### config.mk
export PLATFORM = sky130hd
export DESIGN_NAME = echo_launch_seq
export DESIGN_NICKNAME = d
export VERILOG_FILES = /design/src/rtl/lsq_pkg.sv /design/src/rtl/lsq_step_check.sv /design/src/rtl/lsq_payload_regs.sv /design/src/rtl/lsq_ctrl.sv /design/src/rtl/echo_launch_seq.sv
export SDC_FILE = /design/constraint.sdc
export NUM_CORES = 1
export LEC_CHECK = 0
export BUFFER_PORTS_ARGS = -buffer_cell sky130_fd_sc_hd__buf_2
export CAP_MARGIN = 0
export CORE_MARGIN = 1
export CORE_UTILIZATION = 50
export CTS_CLUSTER_SIZE = 12
export DETAILED_ROUTE_END_ITERATION = 16
export GPL_TIMING_DRIVEN = 0
export PLACE_DENSITY = 0.77
export SKIP_LAST_GASP = 1
export SYNTH_ARGS = -nofsm -noshare
export SYNTH_HDL_FRONTEND = slang
export SYNTH_SLANG_ARGS = --single-unit
### constraint.sdc
create_clock -name clk -period 2.3 [get_ports clk]
set_input_delay 0.23 -clock clk [delete_from_list [all_inputs] [get_ports clk]]
set_output_delay 0.23 -clock clk [all_outputs]
set_load 0.005 [all_outputs]
### src/rtl/lsq_pkg.sv
package lsq_pkg;
    localparam int HDR_WORDS = 3;
    localparam int PAY_WORDS = 3;
    localparam int SEQ_WORDS = HDR_WORDS + PAY_WORDS;
    localparam int STEP_W    = $clog2(SEQ_WORDS);

    typedef logic [STEP_W-1:0] step_t;

    typedef enum logic [2:0] {
        ST_RECV,
        ST_ECHO,
        ST_DOZE,
        ST_FIRE,
        ST_HALT
    } seq_state_t;

    // Header literal for a header step: zeros, then a single one on the last header step.
    function automatic logic hdr_bit(input step_t s);
        return (s == step_t'(HDR_WORDS - 1));
    endfunction
endpackage

### src/rtl/lsq_step_check.sv
module lsq_step_check
    import lsq_pkg::*;
#(
    parameter int DATA_W = 32
) (
    input  step_t             step,
    input  logic [DATA_W-1:0] word,
    output step_t             step_next,
    output logic              seq_last
);
    logic              in_hdr;
    logic [DATA_W-1:0] hdr_expect;
    logic              word_ok;

    always_comb begin
        in_hdr     = (step < step_t'(HDR_WORDS));
        hdr_expect = {{(DATA_W-1){1'b0}}, hdr_bit(step)};
        word_ok    = !in_hdr || (word == hdr_expect);
        seq_last   = (step == step_t'(SEQ_WORDS - 1));
        if (!word_ok || seq_last) begin
            step_next = '0;
        end else begin
            step_next = step + step_t'(1);
        end
    end
endmodule

### src/rtl/lsq_payload_regs.sv
module lsq_payload_regs
    import lsq_pkg::*;
#(
    parameter int DATA_W = 32
) (
    input  logic                              clk,
    input  logic                              rst,
    input  logic                              consume,
    input  step_t                             step,
    input  logic [DATA_W-1:0]                 word,
    output logic [PAY_WORDS-1:0][DATA_W-1:0]  slots
);
    for (genvar g = 0; g < PAY_WORDS; g++) begin : g_slot
        localparam step_t SLOT_STEP = step_t'(HDR_WORDS + g);
        always_ff @(posedge clk) begin
            if (rst) begin
                slots[g] <= '0;
            end else if (consume && (step == SLOT_STEP)) begin
                slots[g] <= word;
            end
        end
    end
endmodule

### src/rtl/lsq_ctrl.sv
module lsq_ctrl
    import lsq_pkg::*;
#(
    parameter int DATA_W = 32
) (
    input  logic              clk,
    input  logic              rst,
    input  logic              rx_valid,
    input  logic [DATA_W-1:0] rx_data,
    output logic              rx_pop,
    input  logic              ret_space,
    output logic              ret_push,
    output logic [DATA_W-1:0] ret_data,
    input  logic              wake_evt,
    input  step_t             step_next,
    input  logic              seq_last,
    output step_t             step_q,
    output logic              launch_go,
    output logic              halted
);
    seq_state_t        state_q, state_d;
    step_t             nxt_q;
    logic              last_q;
    logic [DATA_W-1:0] echo_q;

    // State register
    always_ff @(posedge clk) begin
        if (rst) begin
            state_q <= ST_RECV;
        end else begin
            state_q <= state_d;
        end
    end

    // Next-state logic
    always_comb begin
        state_d = state_q;
        unique case (state_q)
            ST_RECV: if (rx_valid) state_d = ST_ECHO;
            ST_ECHO: begin
                if (!ret_space)  state_d = ST_DOZE;
                else if (last_q) state_d = ST_FIRE;
                else             state_d = ST_RECV;
            end
            ST_DOZE: if (wake_evt) state_d = ST_ECHO;
            ST_FIRE: state_d = ST_HALT;
            ST_HALT: state_d = ST_HALT;
            default: state_d = ST_RECV;
        endcase
    end

    // Outputs
    always_comb begin
        rx_pop    = (state_q == ST_RECV) && rx_valid && !rst;
        ret_push  = (state_q == ST_ECHO) && ret_space && !rst;
        ret_data  = echo_q;
        launch_go = (state_q == ST_FIRE);
        halted    = (state_q == ST_HALT);
    end

    // Word, pending step and step register
    always_ff @(posedge clk) begin
        if (rst) begin
            step_q <= '0;
            nxt_q  <= '0;
            last_q <= 1'b0;
            echo_q <= '0;
        end else begin
            if (rx_pop) begin
                echo_q <= rx_data;
                nxt_q  <= step_next;
                last_q <= seq_last;
            end
            if (ret_push) begin
                step_q <= nxt_q;
            end
        end
    end

    p_consume_gap_r3: assert property (@(posedge clk) disable iff (rst)
        rx_pop |=> !rx_pop);
    p_echo_hold_r3: assert property (@(posedge clk) disable iff (rst)
        (state_q == ST_DOZE) |=> $stable(ret_data));
    p_go_single_r7: assert property (@(posedge clk) disable iff (rst)
        launch_go |=> !launch_go);
    p_go_after_echo_r7: assert property (@(posedge clk) disable iff (rst)
        $rose(launch_go) |-> $past(ret_push));
    p_doze_no_push_r9: assert property (@(posedge clk) disable iff (rst)
        ((state_q == ST_DOZE) && !wake_evt) |=> !ret_push);
endmodule

### src/rtl/echo_launch_seq.sv
module echo_launch_seq
    import lsq_pkg::*;
#(
    parameter int DATA_W = 32
) (
    input  logic              clk,
    input  logic              rst,
    input  logic              rx_valid,
    input  logic [DATA_W-1:0] rx_data,
    output logic              rx_pop,
    input  logic              ret_space,
    output logic              ret_push,
    output logic [DATA_W-1:0] ret_data,
    input  logic              wake_evt,
    output logic              launch_go,
    output logic [DATA_W-1:0] vtor_addr,
    output logic [DATA_W-1:0] stack_ptr,
    output logic [DATA_W-1:0] entry_pc
);
    step_t                            step_q, step_next;
    logic                             seq_last;
    logic                             halted;
    logic [PAY_WORDS-1:0][DATA_W-1:0] slots;

    lsq_step_check #(.DATA_W(DATA_W)) u_check (
        .step      (step_q),
        .word      (rx_data),
        .step_next (step_next),
        .seq_last  (seq_last)
    );

    lsq_ctrl #(.DATA_W(DATA_W)) u_ctrl (
        .clk       (clk),
        .rst       (rst),
        .rx_valid  (rx_valid),
        .rx_data   (rx_data),
        .rx_pop    (rx_pop),
        .ret_space (ret_space),
        .ret_push  (ret_push),
        .ret_data  (ret_data),
        .wake_evt  (wake_evt),
        .step_next (step_next),
        .seq_last  (seq_last),
        .step_q    (step_q),
        .launch_go (launch_go),
        .halted    (halted)
    );

    lsq_payload_regs #(.DATA_W(DATA_W)) u_payload (
        .clk     (clk),
        .rst     (rst),
        .consume (rx_pop),
        .step    (step_q),
        .word    (rx_data),
        .slots   (slots)
    );

    assign vtor_addr = slots[0];
    assign stack_ptr = slots[1];
    assign entry_pc  = slots[2];

    p_halt_freeze_r8: assert property (@(posedge clk) disable iff (rst)
        halted |=> ($stable(vtor_addr) && $stable(stack_ptr) && $stable(entry_pc)
                    && !rx_pop && !ret_push));
endmodule

# Yosys cells after proc, flatten, opt, wreduce, memory -nomap -nowiden
# Index checks and enable logic that the tools add are counted.
[op_classes]
n_eq_ne = 11
muxes = 6
n_reduce_logical = 15
magnitude_cmp = 1
addsub = 1
[op_table]
columns = ["op", "n"]
rows = [
  ["$eq 32x1->1", 1],
  ["$eq 3x2->1 const B", 4],
  ["$mux 3", 4],
  ["$pmux 3 s4", 1],
  ["$eq 3x3->1 const B", 3],
  ["$logic_and 1x1->1", 7],
  ["$ne 2x2->1 const B", 2],
  ["$add 3x1->3 const B", 1],
  ["$eq 3x1->1 const B", 1],
  ["$logic_not 1->1", 3],
  ["$logic_not 3->1", 1],
  ["$lt 3x2->1 const B", 1],
  ["$logic_or 1x1->1", 2],
  ["$mux 2", 1],
  ["$reduce_and 2->1", 1],
  ["$reduce_or 2->1", 1],
]
[totals]
ff_bits = 138
elab_cells = 42
in_bits = 37
output_inout_bits = 131

# Logic depth before layout (Yosys ltp)
[logic_depth]
ltp_word = 6
depth_mapped = 8
depth_no_buf = 6

# Cells and area by module
# Synthesis repeated with hierarchy kept, for this count alone.
[hier_totals]
hier_cells = 565
hier_area_um2 = 5664.2
[modules_own_cells]
columns = ["mod", "instances", "seq_area_each_um2", "area_per_inst_um2", "cells_per_inst"]
rows = [
  ["lsq_payload_regs", 1, 1921.8, 3858.7, 349],
  ["lsq_ctrl", 1, 840.8, 1580.3, 188],
  ["lsq_step_check", 1, 0.0, 225.2, 28],
]

# Worst setup path after synthesis
# No wires, ideal clock.
[synth_timing]
path_kind = "register -> register"
from = "register u_ctrl.state_q[0]"
to = "register u_payload.slots[55] in the netlist's numbering"
stages_incl_launch_ff = 8
n_path_buf = 3
setup_time_ns = 0.132
period_less_slack_ns = 1.809
t_required_ns = 2.168
arrival_ns = 1.677
path_slack_ns = 0.491
path_cell_list = "dfxtp_1 > buf_2 > or4b_4 > or3_1 > buf_2 > buf_6 > nand2_1 > a21oi_1"
[synth_via]
elab_chain_cells = 4
[synth_lines]
columns = ["element", "line_no", "source"]
rows = [
  ["start, declared", "lsq_ctrl.sv:21", "seq_state_t state_q, state_d;"],
  ["start signal, assigned", "lsq_ctrl.sv:31", "state_q <= state_d;"],
  ["$logic_not 3->1", "lsq_ctrl.sv:54", "rx_pop = (state_q == ST_RECV) && rx_valid && !rst;"],
  ["$logic_and 1x1->1 (2 in series)", "lsq_ctrl.sv:54", ""],
  ["$logic_and 1x1->1", "lsq_payload_regs.sv:18", "end else if (consume && (step == SLOT_STEP)) begin"],
  ["end signal, assigned by index", "lsq_payload_regs.sv:19", "slots[g] <= word;"],
  ["end, declared", "lsq_payload_regs.sv:11", "output logic [PAY_WORDS-1:0][DATA_W-1:0] slots"],
]
# No other way between the ends.
# A chain may end at the register's enable or synchronous reset.

# Final worst setup path
[layout_timing]
from = "register u_ctrl.state_q[0]"
to = "output rx_pop"
[layout_via]
elab_chain_cells = 3
[layout_lines]
columns = ["element", "line_no", "source"]
rows = [
  ["$logic_not 3->1", "lsq_ctrl.sv:54", ""],
  ["$logic_and 1x1->1 (2 in series)", "lsq_ctrl.sv:54", ""],
  ["end, declared", "echo_launch_seq.sv:10", "output logic rx_pop,"],
]
# No other way between the ends.

==> metrics.yaml <==
setup_viol: 0
clk_path_buf_depth: 2
p_clk_share_pct: 45.8
synth_edf_count: 0
seqPwrFrac_pct: 47.3
core-area_um2: 9860
io_buffers: 167
max_freq_mhz: 451
grt_antenna_before_repair: 0
synth_flop_cell: "dfxtp_1"
switchingPower_mw: 1.18
die_area_um2: 10700
cts.sinks: 138
num_rows: 36
final_util_pct: 69.5
cts-buffers-inserted: 17
vias: 5302
p_per_area_nw_per_um2: 756
wl_met3_um: 1160
required_ns: 2.07
die_height_um: 103
synthDistinctLibCells: 34
drive_above_1_share_pct: 24.5
min_period_over_period_pct: 96.3
p_total_mw: 5.18
place.gp.congestion: 0.832
async_flop_share_pct: 0
dpl.hpwl_um: 11300
drtAntennaViolNets: 0
synthesis.area_um2: 5140
clkLatencyLatePin_ns: 0.52
power_switching_share_pct: 22.8
layout_min_cycle_time_ns: 2.22
highest_layer: "met4"
max_slew.worst_pin.slew_ns: 0.587
synth_area_leader_cell: "dfxtp_1"
power.internal_mw: 4.00
ys_seq_area_share_pct: 53.7
multiInputGateArea_um2: 2140
synth_common_cells: "nand2_1 (257), dfxtp_1 (138), a21oi_1 (103), clkbuf_1 (33), o211ai_1 (31)"
grt.total_usage_pct: 30.6
worstSetupEndpointType: "output pin"
p_comb_share_pct: 6.9
leakage_nw: 3.09
cts_tree: "done"
first_global_vias: 4862
ir_worst_vdd_mv: 0.428
cp.arrival_ns: 1.99
syn_nets: 686
firstDrtPassIters: 5
tns_ns: 0
holdCritPathClass: "input pin to register"
cts.root.buffer_cell: "clkbuf_8"
hold_viol_final: 0
drt-initial-drc-count: 276
syn_avg_cell_area_um2: 7.99
synthCells: 644
maxSlewHeadroom_pct: 60.9
synth-seq-cells: 138
slew_viol_final: 0
cp-start-kind: "register"
wl_met1_um: 6510
wl_met2_um: 7970
initial_core_util_pct: 52.1
area.sequential_um2: 2760
clk_pin_slew_ns: 0.06
nFillCells: 790
synth_area_leaders: "dfxtp_1 (54%), nand2_1 (19%), a21oi_1 (10%)"
avgRoutedWirePerCell_um: 16.3
path_class: "register to output pin"
viasPerCell: 5.36
finClkSkew_ns: 0.00721
drcViolationCount: 0
io_pins: 168
rsz0062_at_grt: "no"
n_antenna_cell: 0
overflow: 0
area_delta_synth_final_pct: 33.3
ctsHtreeMaxLevel: 4
synth_top_area_share_pct: 53.7
nets: 891
die-width_um: 103
cap_violations: 0
ys_warn_count: 0
status: "finished, final reports clean"
cp_max_fo: 21
synth_most_common_cell: "nand2_1"
grt_max_degree: 22
grt_pass1_wl_um: 24200
wl_um: 16100
-- power by group through the flow --
stage	Clock (mW)	Sequential, mW	Combinational [mW]
2_1_floorplan	0	2.50	0.146
3_3_place_gp	0	2.50	0.313
3_5_place_dp	0	2.50	0.324
4_1_cts	2.37	2.45	0.351
5_1_grt	2.50	2.45	0.390
6_report	2.37	2.45	0.359
-- routing by layer --
layer | vias up | GRT usage [%]
met5 | - | 0
met1 | 2501 | 37.4
met3 | 40 | 7.46
met4 | 0 | 14.8
met2 | 223 | 50.5
li1 | 2538 | -
-- final timing paths --
check / from / to / cells after the start / slack, ns
setup / recovery: u_ctrl.state_q[0] / rx_pop / 4 / 0.08
hold / removal: rx_data[20] / u_payload.slots[84] / 3 / 0.008
setup reg to reg: u_ctrl.state_q[0] / u_payload.slots[50] / 7 / 0.15
hold reg to reg: u_payload.slots[36] / u_payload.slots[36] / 2 / 0.45
-- per-stage QoR --
step / instance area (µm²) / setup slack, ns / instances / hold WS (ns)
3_3_place_gp: 6140 / 0.349 / 944 / 0.439
6_report: 6850 / 0.0846 / 989 / 0.00812
2_1_floorplan: 5140 / 0.491 / 644 / 0.329
4_1_cts: 6850 / 0.0994 / 989 / 0.00110
5_1_grt: 6850 / 0.0238 / 989 / 0.0142
3_5_place_dp: 6140 / 0.304 / 944 / 0.445
-- logic make-up after synthesis --
| group | count (synthesis) | synth area share [%] |
|---|---|---|
| AO/OA/AOI/OAI | 143 | 15.7 |
| buffers and inverters | 56 | 4.84 |
| flip-flops | 138 | 53.7 |
| AND/OR/NAND/NOR | 299 | 23.9 |
| adder cells (fa/ha/maj) | 5 | 1.22 |
| multiplexers | 3 | 0.584 |
-- repair_timing --
action | in CTS | in global routing
endpoints found under the hold margin | 46 | 0
gates resized for setup | 0 | 1
setup endpoints to repair | 1 | 3
hold buffers | 21 | 0
setup buffers | 0 | 0
-- layout make-up --
cell class,count,area share (%)
plain buffers,48,3.18
clock buffers,22,6.61
clock inverters,4,0.694
inverters,6,0.329
multi-input cells,450,31.2
flip-flops and latches,138,40.3
well taps,133,2.43
repair buffers,188,15.3
-- cell usage in the layout, fill, tap and decap left out, types with 2 or more instances in the layout --
cell | netlist | routed
clkbuf_16 | 0 | 16
clkinv_2 | 0 | 2
mux2i_1 | 3 | 3
nand4_1 | 2 | 2
a22oi_1 | 2 | 2
nand2b_1 | 2 | 2
nor3_4 | 1 | 2
dfxtp_1 | 138 | 138
a21oi_1 | 103 | 103
nor2_1 | 13 | 13
nand3_1 | 3 | 3
o211ai_1 | 31 | 31
nor4_1 | 7 | 7
nor3_1 | 5 | 5
inv_1 | 5 | 5
buf_2 | 13 | 179
o22ai_1 | 3 | 3
buf_6 | 3 | 3
nand2_1 | 257 | 257
dlygate4sd3_1 | 0 | 21
clkbuf_8 | 0 | 3
ha_1 | 5 | 5
clkbuf_1 | 33 | 36
-- critical path, stage by stage (launching register included) --
cell     delay (ns)
dfxtp_1        0.29
buf_2          0.16
or4b_4         0.69
nor2_1         0.16
buf_2          0.15
-- flip-flops by register name, indices dropped and copies added, names as in the netlist --
name,cells
u_ctrl.state_q,3
u_payload.slots,96
u_ctrl.ret_data,32
u_ctrl.step_q,3
u_ctrl.nxt_q,3
u_ctrl.last_q,1
(Power assumes the default switching activity.)
